===== config.mk =====
export PLATFORM = sky130hd
export DESIGN_NAME = loc_irq_unit
export DESIGN_NICKNAME = d
export VERILOG_FILES = /design/src/rtl/loc_irq_pkg.sv /design/src/rtl/loc_irq_decode.sv /design/src/rtl/loc_irq_bank.sv /design/src/rtl/loc_irq_line.sv /design/src/rtl/loc_irq_unit.sv
export SDC_FILE = /design/constraint.sdc
export NUM_CORES = 1
export LEC_CHECK = 0
export BUFFER_PORTS_ARGS = -buffer_cell sky130_fd_sc_hd__buf_2
export CAP_MARGIN = 10
export CORE_MARGIN = 1
export CORE_UTILIZATION = 30
export CTS_CLUSTER_SIZE = 12
export DETAILED_ROUTE_END_ITERATION = 7
export MAX_ROUTING_LAYER = met4
export PLACE_DENSITY = 0.58
export REMOVE_ABC_BUFFERS = 1
export SLEW_MARGIN = 20
export SYNTH_ARGS = -nofsm -noshare
export SYNTH_HDL_FRONTEND = slang
export SYNTH_SLANG_ARGS = --single-unit

===== constraint.sdc =====
create_clock -name clk -period 3.75 [get_ports clk]
set_input_delay 0.375 -clock clk [delete_from_list [all_inputs] [get_ports clk]]
set_output_delay 0.375 -clock clk [all_outputs]
set_load 0.02 [all_outputs]

===== src/rtl/loc_irq_pkg.sv =====
// Shared constants and helpers for the per-locality interrupt unit.
// Assumes a 32-bit register width and the fixed bit layout below.
package loc_irq_pkg;

    localparam int DW = 32;

    // bit positions inside enable/status words
    localparam int B_DAV = 0;
    localparam int B_STV = 1;
    localparam int B_LCH = 2;
    localparam int B_CRD = 7;
    localparam int B_GEN = 31;

    localparam logic [DW-1:0] SRC_MASK = 32'h0000_0087;
    localparam logic [DW-1:0] POL_MASK = 32'h0000_0018;
    localparam logic [DW-1:0] EN_WMASK = SRC_MASK | POL_MASK | (32'h1 << B_GEN);
    localparam logic [DW-1:0] EN_RESET = 32'h0000_0008;

    typedef enum logic [1:0] {
        SEL_NONE,
        SEL_EN,
        SEL_VEC,
        SEL_ST
    } reg_sel_e;

    // map the 4-bit event source vector onto status bit positions
    function automatic logic [DW-1:0] src_to_bits(input logic [3:0] src);
        logic [DW-1:0] b;
        b        = '0;
        b[B_DAV] = src[0];
        b[B_STV] = src[1];
        b[B_LCH] = src[2];
        b[B_CRD] = src[3];
        return b;
    endfunction

endpackage


===== src/rtl/loc_irq_decode.sv =====
// Host access decoder: picks the addressed register, builds the byte-lane
// bit mask and the per-locality write strobes. Write strobes are gated by
// ownership (the access locality must be the active one).
// Assumes word addressing; purely combinational.
module loc_irq_decode
    import loc_irq_pkg::*;
#(
    parameter int NUM_LOC  = 5,
    parameter int LOC_W    = 3,
    parameter int WORD_W   = 10,
    parameter int EN_WORD  = 2,
    parameter int VEC_WORD = 3,
    parameter int ST_WORD  = 4
) (
    input  logic              act_valid,
    input  logic [LOC_W-1:0]  act_loc,
    input  logic [LOC_W-1:0]  acc_loc,
    input  logic [WORD_W-1:0] reg_word,
    input  logic [3:0]        byte_en,
    input  logic              wr_en,
    output reg_sel_e          sel,
    output logic [DW-1:0]     lane_mask,
    output logic [NUM_LOC-1:0] acc_hit,
    output logic [NUM_LOC-1:0] en_wr,
    output logic [NUM_LOC-1:0] st_wr
);

    logic owner;

    // select the addressed register
    always_comb begin
        if (reg_word == WORD_W'(EN_WORD))       sel = SEL_EN;
        else if (reg_word == WORD_W'(VEC_WORD)) sel = SEL_VEC;
        else if (reg_word == WORD_W'(ST_WORD))  sel = SEL_ST;
        else                                    sel = SEL_NONE;
    end

    // the issuing locality owns the interface
    assign owner = act_valid && (acc_loc == act_loc);

    genvar k;
    generate
        for (k = 0; k < 4; k++) begin : g_lane
            assign lane_mask[8*k +: 8] = {8{byte_en[k]}};
        end
        for (k = 0; k < NUM_LOC; k++) begin : g_loc
            assign acc_hit[k] = (acc_loc == LOC_W'(k));
            assign en_wr[k]   = wr_en && owner && acc_hit[k] && (sel == SEL_EN);
            assign st_wr[k]   = wr_en && owner && acc_hit[k] && (sel == SEL_ST);
        end
    endgenerate

endmodule


===== src/rtl/loc_irq_bank.sv =====
// One locality's enable and status registers. Latches enabled events,
// applies byte-laned enable writes and write-one-to-clear status writes,
// and reports whether it latched an event or was cleared to zero.
// Assumes strobes are already ownership-qualified by the decoder.
module loc_irq_bank
    import loc_irq_pkg::*;
(
    input  logic          clk,
    input  logic          rst_n,
    input  logic          evt_hit,
    input  logic [DW-1:0] evt_bits,
    input  logic          en_wr,
    input  logic          st_wr,
    input  logic [DW-1:0] lane_mask,
    input  logic [DW-1:0] wdata,
    output logic [DW-1:0] en_q,
    output logic [DW-1:0] st_q,
    output logic          latched,
    output logic          zeroed
);

    logic [DW-1:0] set_bits;
    logic [DW-1:0] clr_bits;
    logic [DW-1:0] st_d;
    logic [DW-1:0] en_d;

    // events pass only with global and per-source enable
    assign set_bits = (evt_hit && en_q[B_GEN]) ? (evt_bits & en_q & SRC_MASK) : '0;
    // ones written to supported bits in addressed lanes clear
    assign clr_bits = st_wr ? (wdata & lane_mask & SRC_MASK) : '0;
    // set has priority over clear
    assign st_d     = (st_q & ~clr_bits) | set_bits;
    // enable write keeps unaddressed lanes, stores only writable bits
    assign en_d     = en_wr ? ((en_q & ~lane_mask) | (wdata & lane_mask & EN_WMASK)) : en_q;

    assign latched  = |set_bits;
    assign zeroed   = st_wr && (|(st_q & clr_bits)) && (st_d == '0);

    // register update
    always_ff @(posedge clk) begin
        if (!rst_n) begin
            en_q <= EN_RESET;
            st_q <= '0;
        end else begin
            en_q <= en_d;
            st_q <= st_d;
        end
    end

endmodule


===== src/rtl/loc_irq_line.sv =====
// Shared interrupt line: set by any latch, dropped by a clear-to-zero.
// Assumes set wins over clear in the same cycle.
module loc_irq_line #(
    parameter int NUM_LOC = 5
) (
    input  logic               clk,
    input  logic               rst_n,
    input  logic [NUM_LOC-1:0] latched,
    input  logic [NUM_LOC-1:0] zeroed,
    output logic               irq
);

    // level register with set priority
    always_ff @(posedge clk) begin
        if (!rst_n)          irq <= 1'b0;
        else if (|latched)   irq <= 1'b1;
        else if (|zeroed)    irq <= 1'b0;
    end

endmodule


===== src/rtl/loc_irq_unit.sv =====
// Top of the per-locality interrupt enable/status unit. Instantiates the
// decoder, one register bank per locality and the shared line, and
// registers read data. Assumes single-cycle event pulses and strobes.
module loc_irq_unit
    import loc_irq_pkg::*;
#(
    parameter int          NUM_LOC   = 5,
    parameter int          LOC_W     = 3,
    parameter int          WORD_W    = 10,
    parameter logic [31:0] VEC_VALUE = 32'h0
) (
    input  logic              clk,
    input  logic              rst_n,
    input  logic              act_valid,
    input  logic [LOC_W-1:0]  act_loc,
    input  logic              evt_valid,
    input  logic [LOC_W-1:0]  evt_loc,
    input  logic [3:0]        evt_src,
    input  logic [LOC_W-1:0]  acc_loc,
    input  logic [WORD_W-1:0] reg_word,
    input  logic [3:0]        byte_en,
    input  logic              wr_en,
    input  logic [31:0]       wdata,
    input  logic              rd_en,
    output logic [31:0]       rdata,
    output logic              irq
);

    localparam int FLAT_W = NUM_LOC * DW;

    reg_sel_e           sel;
    logic [DW-1:0]      lane_mask;
    logic [NUM_LOC-1:0] acc_hit;
    logic [NUM_LOC-1:0] en_wr;
    logic [NUM_LOC-1:0] st_wr;
    logic [NUM_LOC-1:0] latched;
    logic [NUM_LOC-1:0] zeroed;
    logic [DW-1:0]      evt_bits;
    logic [FLAT_W-1:0]  en_flat;
    logic [FLAT_W-1:0]  st_flat;
    logic [DW-1:0]      rd_word;

    assign evt_bits = src_to_bits(evt_src);

    loc_irq_decode #(
        .NUM_LOC(NUM_LOC), .LOC_W(LOC_W), .WORD_W(WORD_W)
    ) u_dec (
        .act_valid(act_valid), .act_loc(act_loc), .acc_loc(acc_loc),
        .reg_word(reg_word), .byte_en(byte_en), .wr_en(wr_en),
        .sel(sel), .lane_mask(lane_mask), .acc_hit(acc_hit),
        .en_wr(en_wr), .st_wr(st_wr)
    );

    genvar i;
    generate
        for (i = 0; i < NUM_LOC; i++) begin : g_bank
            logic [DW-1:0] en_i;
            logic [DW-1:0] st_i;
            loc_irq_bank u_bank (
                .clk(clk), .rst_n(rst_n),
                .evt_hit(evt_valid && (evt_loc == LOC_W'(i))),
                .evt_bits(evt_bits),
                .en_wr(en_wr[i]), .st_wr(st_wr[i]),
                .lane_mask(lane_mask), .wdata(wdata),
                .en_q(en_i), .st_q(st_i),
                .latched(latched[i]), .zeroed(zeroed[i])
            );
            assign en_flat[i*DW +: DW] = en_i;
            assign st_flat[i*DW +: DW] = st_i;
        end
    endgenerate

    loc_irq_line #(.NUM_LOC(NUM_LOC)) u_line (
        .clk(clk), .rst_n(rst_n),
        .latched(latched), .zeroed(zeroed), .irq(irq)
    );

    // read mux over the accessing locality's registers
    always_comb begin
        rd_word = '0;
        for (int j = 0; j < NUM_LOC; j++) begin
            if (acc_hit[j]) begin
                case (sel)
                    SEL_EN:  rd_word = en_flat[j*DW +: DW];
                    SEL_ST:  rd_word = st_flat[j*DW +: DW];
                    SEL_VEC: rd_word = VEC_VALUE;
                    default: rd_word = '0;
                endcase
            end
        end
    end

    // registered read data
    always_ff @(posedge clk) begin
        if (!rst_n)     rdata <= '0;
        else if (rd_en) rdata <= rd_word;
    end

endmodule


=== Yosys cells after proc, flatten, opt, wreduce, memory -nomap -nowiden ===
Index checks and enable logic that the tools add are counted.

* Word-level logic and storage cells: 140
* Output and inout bits: 33
* Memories: 0
* RAM bits: 0
* Register bits: 353
* Latch bits: 0
* Memory bits (read-only): 0
* Input bits: 65

* Bitwise logic cells: 37
* Muxes and demuxes: 25
* $add $sub $neg: 0
* Magnitude comparators: 0
* $mul: 0
* Div/mod/pow operators: 0
* Equality and inequality tests: 14
* Shift operators: 0
* Reduce and logical (&&, ||, !) cells: 52

{| class="wikitable"
|+ Operator list
! cell !! number
|-
| bitwise AND 32 bit || 16
|-
| bitwise OR 32 bit || 10
|-
| one-hot mux 32 bit (2 select lines) || 5
|-
| inverter 32 bit || 6
|-
| zero test 32 bit || 5
|-
| 2-to-1 mux 32 bit || 5
|-
| OR reduction 160 bit || 1
|-
| OR reduction 32 bit || 5
|-
| 2-to-1 mux 8 bit || 10
|-
| bitwise AND 8 bit || 5
|-
| logical AND 1 bit || 37
|-
| equality test 10 x 2 -> 1 bit, second input constant || 2
|-
| equality test 3 x 2 -> 1 bit, second input constant || 4
|-
| equality test 10 x 3 -> 1 bit, second input constant || 1
|-
| equality test 3 x 1 -> 1 bit, second input constant || 2
|-
| equality test 3 bit, second input constant || 2
|-
| zero test 3 bit || 2
|-
| 2-to-1 mux 2 bit || 3
|-
| OR reduction 5 bit || 1
|-
| equality test 3 bit || 1
|-
| equality test 2 x 1 -> 1 bit, second input constant || 1
|-
| equality test 2 bit, second input constant || 1
|-
| 2-to-1 mux 1 bit || 2
|-
| nonzero test 2 bit || 1
|}

=== Longest topological paths before layout ===
* Word-level depth: 15
* Depth in mapped cells: 8
* Depth with buffers taken out: 6

=== Modules after synthesis ===
From an unflattened synthesis, not the netlist that was laid out.

* Cells, all modules: 1481
* Area total of the unflattened synthesis: 12213.0 um^2

{| class="wikitable"
|+ Modules (own cells, without submodules)
! module !! seq. area each (um^2) !! area an instance (um^2) !! cells each !! instances
|-
| loc_irq_bank || 720.7 || 1486.4 || 176 || 5
|-
| loc_irq_unit || 640.6 || 4204.0 || 522 || 1
|-
| loc_irq_decode || 0.0 || 525.5 || 74 || 1
|-
| loc_irq_line || 20.0 || 51.3 || 5 || 1
|}

=== Worst setup path before layout ===
Ideal clock, no wire load.

* Path kind: input-to-reg
* Start point: input reg_word[9]
* End point: register (tool-made name)
* Cell stages on the path: 5
* Slack: 1.784 ns
* Path buffers: 0
* Data arrival time: 1.890 ns
* Library setup time: 0.076 ns
* Required time: 3.674 ns
* Cell sequence: or4_4 -> or4_4 -> nor3_4 -> nand2_1 -> a21boi_0

{| class="wikitable"
|+ RTL lines
! what !! RTL line !! RTL
|-
| start: declaration || loc_irq_unit.sv:20 || <nowiki>input logic [WORD_W-1:0] reg_word,</nowiki>
|}

=== Worst setup path after layout ===
* Start point: input reg_word[7]
* End point: register rdata[18]

* Cells in the longest elaborated chain, start to end: 11
* Elaborated cells between the ends (all ways): 18
* Those cells by class: eq/ne: 5; mux: 13

{| class="wikitable"
|+ RTL lines
! what !! RTL line !! RTL
|-
| equality test 10 x 3 -> 1 bit || loc_irq_decode.sv:34 || <nowiki>else if (reg_word == WORD_W'(ST_WORD)) sel = SEL_ST;</nowiki>
|-
| 2-to-1 mux 2 bit || loc_irq_decode.sv:34 ||
|-
| 2-to-1 mux 2 bit || loc_irq_decode.sv:33 || <nowiki>else if (reg_word == WORD_W'(VEC_WORD)) sel = SEL_VEC;</nowiki>
|-
| 2-to-1 mux 2 bit * || loc_irq_decode.sv:32 || <nowiki>if (reg_word == WORD_W'(EN_WORD)) sel = SEL_EN;</nowiki>
|-
| equality test 2 bit / equality test 2 x 1 -> 1 bit (equally long branches) || loc_irq_unit.sv:83 || <nowiki>case (sel)</nowiki>
|-
| one-hot mux 32 bit (2 select lines) || loc_irq_unit.sv:83 ||
|-
| 2-to-1 mux 32 bit (4 in series) || loc_irq_unit.sv:82 || <nowiki>if (acc_hit[j]) begin</nowiki>
|-
| 2-to-1 mux 32 bit * || loc_irq_unit.sv:82 ||
|-
| end signal: assignment || loc_irq_unit.sv:96 || <nowiki>else if (rd_en) rdata <= rd_word;</nowiki>
|-
| end: declaration || loc_irq_unit.sv:25 || <nowiki>output logic [31:0] rdata,</nowiki>
|}

Every way passes the cells marked *; elsewhere a longest branch is shown, timed or not.
A chain may end at the register's enable or synchronous reset.

==> metrics.md <==
| Metric | Value |
|---|---|
| Status | finished clean |
| Post-route cell area | 0.0103 mm2 |
| Post-CTS Resized | 0 |
| CP Class | in -> reg |
| Crit-path max FO | 18 |
| Root buf cell | clkbuf_16 |
| #FFs+latches synth | 213 |
| Final #Nets | 1029 |
| Antenna violations before repair | 2 |
| Largest net degree at the start of global routing | 55 |
| DRT Pass-1 Iters | 8 |
| Cts bufs inserted | 23 |
| Pleak | 3.83 nW |
| Fin. Hold Viols | 0 |
| Rows | 62 |
| Cells after Synth | 907 |
| Worst r2r path cells | 5 |
| Via count | 6776 |
| Final WL | 23900 um |
| CP endpoint kind | flop |
| Worst IR Drop VDD | 0.000274 V |
| Type of the tightest min-delay check | in -> reg |
| Vias in the first global route | 6678 |
| Main combinational cell family by area after synthesis | simple AND/OR/NAND/NOR gates |
| Primary FF master, synth | dfxtp_1 |
| Synthesized-area fraction occupied by adder cells | 0% |
| Seq pwr share | 49.3% |
| Clk_lat worst skew | 0.51 ns |
| Dpl ws | 0.986 ns |
| Worst Tran Pin Value | 0.911 ns |
| Max transition margin | 38.7% |
| Initial Utilization | 30.8% |
| Final worst path period share | 62.4% |
| Slew Viols, Final | 0 |
| Hold_sp | wdata[3] |
| Setup violations, final | 0 |
| First-pass GRT wire length | 38300 um |
| Post-Syn Area | 0.00890 mm2 |
| Post-Synth Simple-Gate Area | 25.0% |
| Placed instance area | 0.00962 mm2 |
| Synth Area per Inst | 9.82 um2 |
| CTS tree | built |
| Drt wl/cell | 17.6 um |
| Core area | 0.0289 mm2 |
| Most frequent cells in the layout | dfxtp_1 (213), and2_1 (144), buf_2 (72), nor2b_1 (55), nand2_1 (54) |
| WP data arrival | 2.80 ns |
| DP Wirelength | 16300 um |
| Tmin final | 2.34 ns |
| Compound-Gate Fraction of Synth Area | 14.4% |
| RSZ-0062 raised after global routing | false |
| Die area | 0.0304 mm2 |
| PwrDens | 445 mW/mm2 |
| Number of synthesized flops with an enable pin | 0 |
| Fin Setup TNS | 0 ns |
| GR Overflow Total | 0 |
| Sw Share | 22.6% |
| H-tree level count | 1 |
| Layout cell share with drive strength beyond 1 | 16.0% |
| Ys Warns | 0 |
| Distinct cells, synth | 51 |
| Number of post-CTS setup repair buffers | 0 |
| Die X | 174 um |
| Logic pwr share | 4.5% |
| P_int | 3.56 mW |
| Synth-to-Final Area Change | 16.0% |
| CP Launch Type | input port |
| FF-to-FF setup slack | 1.90 ns |
| Worst endpoint required time | 4.21 ns |
| Worst setup margin | 1.41 ns |
| Xor-xnor portion of the synthesized cell area | 0.295% |
| Clock power share | 46.2% |
| Worst Skew | 0.0125 ns |
| Register area share after synthesis | 47.9% |
| Die height | 174 um |
| Switching pwr | 1.04 mW |
| Highest Clock Rate | 427 MHz |
| Routability-driven placement congestion ratio | 0.971 |
| CTS sink count | 213 |
| DRC viols | 0 |
| Mux cell area share after synthesis | 8.66% |
| Routed Antenna Nets | 0 |
| Maximum root-to-sink buffer count | 3 |
| Total of max-cap violations | 0 |
| Worst-path clk slew | 0.06 ns |
| Total track usage | 16.3% |
| Vias per inst | 4.98 |
| Reg-to-Reg End | u_line.irq$_SDFFE_PN0P_ |
| Async SR Flop Fraction | 0% |
| Hold path depth | 3 |
| Drt first-iter violations | 481 |
| Ports | 98 |
| Port buffer count | 72 |
| Hold_buf cts | 0 |
| Most common cell after layout, fill and taps aside | dfxtp_1 |
## power by group through the flow
stage	clock (mW)	combinational (mW)	sequential (mW)
5_1_grt	2.27	0.225	2.26
2_1_floorplan	0	0.0696	2.32
4_1_cts	2.17	0.210	2.26
6_report	2.12	0.209	2.26
3_5_place_dp	0	0.210	2.31
3_3_place_gp	0	0.209	2.31
## metal layers
metal	vias up	wire length [um]	GRT usage [%]
met5	-	0	-
li1	3324	-	-
met3	42	1580	2.95
met1	3189	11300	22.1
met2	221	10500	24.4
met4	0	556	5.59
## critical path: stages
cell and delay (ns):
buf_2 0.10, nor4_2 0.47, nand2_1 0.21, nor2_1 0.57, nand2_1 0.41, buf_4 0.35
o22ai_1 0.17, and2_1 0.14
## per-stage QoR
step                      utilization (%)  power (mW)  std cells  hold slack, ns
final                                35.7        4.59       1362           0.160
after floorplan                         -        2.38        856           0.424
after detailed placement             33.2        2.52       1323           0.438
after global routing                 35.7        4.76       1362           0.173
after CTS                            35.7        4.64       1360           0.147
after global placement               33.2        2.52       1323           0.437
## synth_stat cells (5+ instances only)
master	number	area, um2
a21oi_1	38	190
nand3_1	42	210
a32oi_1	6	52.6
nor3_1	6	30.0
o21a_1	10	75.1
mux2i_1	14	140
buf_2	9	45.0
nand3b_1	14	105
a222oi_1	8	80.1
a22o_1	8	70.1
and3_1	12	75.1
mux4_2	28	631
and2_1	144	901
o22ai_1	28	175
o21ai_0	19	95.1
nor2b_1	55	344
nor4_1	5	31.3
nand2_1	54	203
a22oi_1	9	67.6
clkbuf_1	38	143
a21boi_0	37	278
dfxtp_1	213	4260
nor2_1	12	45.0
nand2b_1	12	75.1
inv_1	34	128
## area by class of cell
| cell class | count | area (um2) |
|---|---|---|
| clock inverters | 5 | 28.8 |
| clock buffers | 32 | 669 |
| flip-flops and latches | 213 | 4260 |
| multi-input cells | 609 | 4310 |
| fillers | 2870 | 18600 |
| inverters | 34 | 128 |
| diodes | 2 | 5.00 |
| well taps | 384 | 480 |
| repair buffers | 83 | 443 |
## logic make-up after synthesis
logic type / count (synthesis)
flip-flops: 213
AND/OR/NAND/NOR: 378
AO/OA/AOI/OAI: 186
XOR/XNOR: 3
buffers and inverters: 85
multiplexers: 42
## worst max path at each step
stage	start	end	slack, ns	cells past startpoint
global placement	reg_word[7]	rdata[21]$_SDFFE_PN0P_	0.97	8
CTS	reg_word[7]	rdata[18]$_SDFFE_PN0P_	1.50	8
floorplan	reg_word[7]	g_bank[0].u_bank.en_q[5]$_SDFFE_PN0P_	1.54	5
finish	reg_word[7]	rdata[18]$_SDFFE_PN0P_	1.41	8
detailed placement	reg_word[7]	rdata[18]$_SDFFE_PN0P_	0.99	8
global route	reg_word[7]	rdata[18]$_SDFFE_PN0P_	1.24	8
Power figures use the tool's default switching activity.
